==> src/rtl/pci_parity_monitor.sv <==
module pci_parity_monitor #(
  parameter int AD_W = 32
) (
  input  logic            clk,
  input  logic            rst_n,
  input  logic [AD_W-1:0] ad_i,
  input  logic [AD_W/8-1:0] cbe_n_i,
  input  logic            par_i,
  input  logic            addr_phase_i,
  input  logic            data_xfer_i,
  input  logic            addr_hit_i,
  input  logic            cmd_perr_en_i,
  input  logic            cmd_serr_en_i,
  input  logic            cfg_sts_we_i,
  input  logic [1:0]      cfg_w1c_i,
  output logic            perr_n_o,
  output logic            serr_n_o,
  output logic            sts_dpe_o,
  output logic            sts_sse_o,
  output logic            claim_o
);
  localparam int BE_W = AD_W / 8;

  logic [AD_W-1:0] ad_q;
  logic [BE_W-1:0] be_q;
  logic            addr_q, data_q, hit_q;
  logic            perr_q, serr_q;

  always_ff @(posedge clk or negedge rst_n) begin
    if (!rst_n) begin
      ad_q   <= '0;
      be_q   <= '0;
      addr_q <= 1'b0;
      data_q <= 1'b0;
      hit_q  <= 1'b0;
    end else begin
      ad_q   <= ad_i;
      be_q   <= cbe_n_i;
      addr_q <= addr_phase_i;
      data_q <= data_xfer_i;
      hit_q  <= addr_phase_i & addr_hit_i;
    end
  end

  logic mismatch, addr_err, data_err, sys_err, clr_dpe, clr_sse;
  assign mismatch = (^{ad_q, be_q}) ^ par_i;
  assign addr_err = addr_q & mismatch;
  assign data_err = data_q & mismatch;
  assign sys_err  = addr_err & cmd_perr_en_i & cmd_serr_en_i;
  assign clr_dpe  = cfg_sts_we_i & cfg_w1c_i[1];
  assign clr_sse  = cfg_sts_we_i & cfg_w1c_i[0];

  always_ff @(posedge clk or negedge rst_n) begin
    if (!rst_n) begin
      perr_q    <= 1'b0;
      serr_q    <= 1'b0;
      sts_dpe_o <= 1'b0;
      sts_sse_o <= 1'b0;
    end else begin
      perr_q <= data_err & cmd_perr_en_i;
      serr_q <= sys_err;
      if (addr_err | data_err) sts_dpe_o <= 1'b1;
      else if (clr_dpe)        sts_dpe_o <= 1'b0;
      if (sys_err)             sts_sse_o <= 1'b1;
      else if (clr_sse)        sts_sse_o <= 1'b0;
    end
  end

  assign perr_n_o = ~perr_q;
  assign serr_n_o = ~serr_q;
  assign claim_o  = hit_q;

  a_r3_perr_needs_enable: assert property (@(posedge clk) disable iff (!rst_n)
    !perr_n_o |-> $past(cmd_perr_en_i));
  a_r2_perr_sets_status: assert property (@(posedge clk) disable iff (!rst_n)
    !perr_n_o |-> sts_dpe_o);
  a_r5_serr_needs_both: assert property (@(posedge clk) disable iff (!rst_n)
    !serr_n_o |-> $past(cmd_perr_en_i && cmd_serr_en_i));
  a_r6_serr_sets_both: assert property (@(posedge clk) disable iff (!rst_n)
    !serr_n_o |-> (sts_sse_o && sts_dpe_o));
  a_r8_dpe_clear_by_write: assert property (@(posedge clk) disable iff (!rst_n)
    $fell(sts_dpe_o) |-> $past(cfg_sts_we_i && cfg_w1c_i[1]));
  a_r8_sse_clear_by_write: assert property (@(posedge clk) disable iff (!rst_n)
    $fell(sts_sse_o) |-> $past(cfg_sts_we_i && cfg_w1c_i[0]));
  a_r7_claim_from_decode: assert property (@(posedge clk) disable iff (!rst_n)
    claim_o |-> $past(addr_phase_i && addr_hit_i));
endmodule

==> config.mk <==
export PLATFORM = sky130hd
export DESIGN_NAME = pci_parity_monitor
export DESIGN_NICKNAME = d
export VERILOG_FILES = /design/src/rtl/pci_parity_monitor.sv
export SDC_FILE = /design/constraint.sdc
export NUM_CORES = 1
export LEC_CHECK = 0
export BUFFER_PORTS_ARGS = -buffer_cell sky130_fd_sc_hd__buf_2
export CORE_MARGIN = 4
export CORE_UTILIZATION = 36
export DETAILED_ROUTE_END_ITERATION = 6
export GPL_ROUTABILITY_DRIVEN = 0
export SKIP_LAST_GASP = 1
export SLEW_MARGIN = 20
export SYNTH_ARGS = -nofsm -noshare
export SYNTH_HDL_FRONTEND = slang
export SYNTH_SLANG_ARGS = --single-unit
==> constraint.sdc <==
create_clock -name clk -period 3.8 [get_ports clk]
set_clock_uncertainty 0.2 [all_clocks]
set_input_delay 0.57 -clock clk [delete_from_list [all_inputs] [get_ports clk]]
set_output_delay 0.57 -clock clk [all_outputs]
set_load 0.01 [all_outputs]
---- Yosys cells after proc, flatten, opt, wreduce, memory -nomap -nowiden ----
Cells that the tools add are included.
storage, ports and cells
  bits in registers ....................... 43
  output and inout bits ................... 5
  logic and storage cells ................. 28
cells by class
  mux-type cells .......................... 4
  bitwise operators ....................... 12
  reductions and logical operators ........ 3
operators with widths
  cell                number
  $reduce_xor A36 Y1  1
  $and A1 B1 Y1       8
  $mux W1             4
  $reduce_bool A2 Y1  2
  $not A1 Y1          2
  $or A1 B1 Y1        1
  $xor A1 B1 Y1       1

---- Depth between registers and ports, before layout ----
  word-level depth ........................ 6
  depth in mapped cells ................... 6
  gate-level depth less buffers ........... 6

---- Worst setup path before layout ----
OpenSTA, ideal clock, no wires.
  path kind ............................... input -> register
  start ................................... input port par_i
  end ..................................... register sts_dpe_o
  setup time .............................. 126 ps
  arrival time ............................ 1655 ps
  setup slack ............................. 1819 ps
  stages .................................. 6
  path buffers ............................ 0
  cell sequence ........................... xnor2_1 xnor2_1 xnor2_1 xnor3_1 xnor2_2 o21ai_1
on the way
  longest elaborated chain between the ends .. 4
RTL lines
  item                                           RTL line  RTL
  from (decl)                                    8         input logic par_i,
  $xor A1 B1 Y1 *                                46        assign mismatch = (^{ad_q, be_q}) ^ par_i;
  $and A1 B1 Y1 (on tied branches)               47, 48
  $or A1 B1 Y1 *                                 62        if (addr_err | data_err) sts_dpe_o <= 1'b1;
  $mux W1 or $reduce_bool A2 Y1 (tied branches)  --
  to (signal assigned)                           57        sts_dpe_o <= 1'b0;
  to (signal assigned)                           62
  to (signal assigned)                           63        else if (clr_dpe) sts_dpe_o <= 1'b0;
  to (decl)                                      18        output logic sts_dpe_o,
Mark *: on every way between the ends. The rest lies on a longest branch, timed or not.
A chain may end at the register's enable or synchronous reset.

---- Worst setup path after layout ----
  start ................................... register ad_q[10]
  end ..................................... register sts_dpe_o
on the way
  longest elaborated chain between the ends .. 5
RTL lines
  item                                           RTL line  RTL
  from (decl)                                    24        logic [AD_W-1:0] ad_q;
  from (signal assigned)                         37        ad_q <= ad_i;
  $reduce_xor A36 Y1 *                           46
  $xor A1 B1 Y1 *                                46
  $and A1 B1 Y1 (on tied branches)               47, 48
  $or A1 B1 Y1 *                                 62
  $mux W1 or $reduce_bool A2 Y1 (tied branches)  --
Marks and branches as above.

==> impl_metrics.csv <==
group,metric,value,unit
clock_network,worstSkewPairLatency,0.28,ns
clock_network,tritoncts,"yes",
layout,nets,197,
sta,relSlewSlack,41.8,%
detailed_routing,num_vias,794,
clock_network,cts_setup_buffers,0,
sta,setup_viol,0,
sta,drv_slew,0,
critical_path,r2r-start,"ad_q[10]",
sta,finalHoldViolations,0,
detailed_routing,drt_iter0_markers,11,
critical_path,required,3.77,ns
place,place_ws,1.61,ns
detailed_routing,ant_nets,0,
power,peakVddDrop,264,uV
job,maxCapViolations,0,
logic_synthesis,ys_seq_area_share,73.6,%
layout,syn_to_final_growth,28.4,%
detailed_routing,wl_per_cell,11.0,um
worst_hold_path,hp-start,"ad_i[0]",
sta,fin_ws,1.82,ns
clock_network,path_clk_slew,0.07,ns
critical_path,path_class,"reg -> reg",
critical_path,crit_fanout,4,
logic_synthesis,synth_cell_types,11,
sta,finalCritPeriodShare,52.0,%
logic_synthesis,synthMuxAreaShare,0,%
detailed_routing,drc,0,
clock_network,cts_max_level,2,
sta,fmaxAchievable,506,MHz
power,seqPwrFrac,49.6,%
detailed_routing,via_per_inst,3.99,
logic_synthesis,avgSynthCellArea,15.9,um^2
power,clockPowerShare,29.1,%
floorplan,placementRows,22,
sta,timing.final.crit_period,1.98,ns
place,dp_hpwl,1750,um
floorplan,die_w,71.7,um
floorplan,dieArea,5150,um^2
critical_path,cp-end-kind,"register",
power,cellLeakagePower,0.888,nW
layout,n_fill_cell,351,
floorplan,core,3800,um^2
grt,grt_start_max_net_pins,44,
critical_path,cp-startpoint,"ad_q[10]",
clock_network,cts_buffers,5,
sta,rsz0062_at_grt,"no",
place,portBuffers,51,
clock_network,hold_buffers,0,
floorplan,io_pins,52,
clock_network,clock_path_buffers,2,
detailed_routing,drt-total-wl,2190,um
clock_network,ctsResizeCount,0,
power,p_sw_share,24.3,%
detailed_routing,drt_pass1_iterations,3,
logic_synthesis,syn_inst,92,
critical_path,startpoint_type,"register",
grt,track_usage,9.33,%
critical_path,arrival,1.94,ns
power,power.total,1.03,mW
logic_synthesis,yosys_warnings,0,
grt,antenna_found_initial,0,
power,p_per_area,548,nW/um^2
logic_synthesis,synth-simple-area-share,2.82,%
sta,tightest_slew,0.873,ns
floorplan,initial_utilization,38.5,%
sta,setup_tns,0,ns
grt,grt_pass1_vias,873,
clock_network,clock_sinks,43,
power,internal-power,0.780,mW
worst_hold_path,hold_path_class,"in -> reg",
status,status,"finished clean",
grt,grt_pass1_wl,3640,um
clock_network,clock-root-buffer,"clkbuf_8",
floorplan,die_h,71.7,um
logic_synthesis,synth_top_family_by_area,"XOR/XNOR gates",
power,comb_power_share,21.3,%
logic_synthesis,ys_ff_latch,43,
logic_synthesis,synth_xor_area_share,22.4,%
logic_synthesis,synth_compound_area_share,0.684,%
layout,drive_gt1_share,39.1,%
grt,grt-ovfl-total,0,
logic_synthesis,synthAdderAreaFrac,0,%
layout,antenna_cells,0,
logic_synthesis,syn-num-nets,139,
power,p_sw,0.250,mW
logic_synthesis,syn_area,1460,um^2
==> state kept, by name, indices dropped and copies added, names as in the netlist <==
signal / flops
ad_q: 32
addr_q: 1
claim_o: 1
serr_q: 1
sts_dpe_o: 1
sts_sse_o: 1
data_q: 1
be_q: 4
perr_q: 1
==> final cells by class <==
class	instances	area (um^2)	area share (%)
Clock buffer	8	100	5.33
Inverter	2	7.51	0.400
Multi-Input combinational cell	47	379	20.2
Sequential cell	43	1080	57.3
Tap cell	48	60.1	3.20
Timing Repair Buffer	51	255	13.6
==> metrics by stage <==
stage	area [um^2]	util [%]	hold WS, ns	cells
global route	1880	49.4	0.165	199
finish	1880	49.4	0.189	199
global placement	1780	46.8	0.271	191
floorplan	1460	-	0.0744	92
detailed placement	1780	46.8	0.298	191
CTS	1880	49.4	0.175	199
==> worst paths after layout <==
path / slack, ns / cells after the start / endpoint
max: 1.82 / 6 / sts_dpe_o
min: 0.19 / 1 / ad_q[0]
max reg2reg: 1.82 / 6 / sts_dpe_o
min reg2reg: 0.31 / 2 / sts_sse_o
max in group asynchronous: 2.65 / 1 / ad_q[17]
min in group asynchronous: 0.20 / 1 / ad_q[10]
==> cells by family after synthesis <==
kind of cell	count (synthesis)
buffers and inverters	2
AO/OA/AOI/OAI	2
XOR/XNOR	35
flip-flops	43
AND/OR/NAND/NOR	10
==> power groups by stage <==
stage	clock [mW]	sequential, mW	combinational [mW]
2_1_floorplan	0	0.522	0.153
3_3_place_gp	0	0.518	0.217
3_5_place_dp	0	0.520	0.227
4_1_cts	0.312	0.511	0.227
5_1_grt	0.334	0.514	0.244
6_report	0.300	0.510	0.220
==> synthesized netlist by cell type <==
master / count / area [um^2]
and2_1: 1 / 6.26
dfrtp_1: 43 / 1080
inv_1: 2 / 7.51
nand2_1: 5 / 18.8
nand3_1: 1 / 5.00
nor2_1: 3 / 11.3
o21ai_1: 2 / 10.0
xnor2_1: 27 / 236
xnor2_2: 1 / 16.3
xnor3_1: 1 / 22.5
xor2_1: 6 / 52.6
==> per-layer routing <==
layer,GRT usage (%),wire length (um),up-vias,share of wire [%]
met5,0,0,-,0
met4,3.13,0,0,0
met3,5.61,243,0,11
met2,14.5,1070,39,49
met1,10.7,869,362,40
li1,-,-,393,-
==> cell usage in the layout, fill, tap and decap left out <==
master / Yosys / routed
xor2_1: 6 / 6
nand3_1: 1 / 1
nand2_1: 5 / 5
xnor2_2: 1 / 1
inv_1: 2 / 2
and2_1: 1 / 1
xnor3_1: 1 / 1
o21ai_1: 2 / 2
clkbuf_1: 0 / 1
xnor2_1: 27 / 27
clkbuf_8: 0 / 7
buf_2: 0 / 51
nor2_1: 3 / 3
dfrtp_1: 43 / 43
==> worst max-delay path: stages, from the launching register on <==
cell     delay, ns
dfrtp_1       0.37
xor2_1        0.16
xnor2_1       0.21
xnor2_1       0.15
xnor3_1       0.45
xnor2_2       0.21
o21ai_1       0.10
Note: power is estimated with default switching activity, not from simulation.
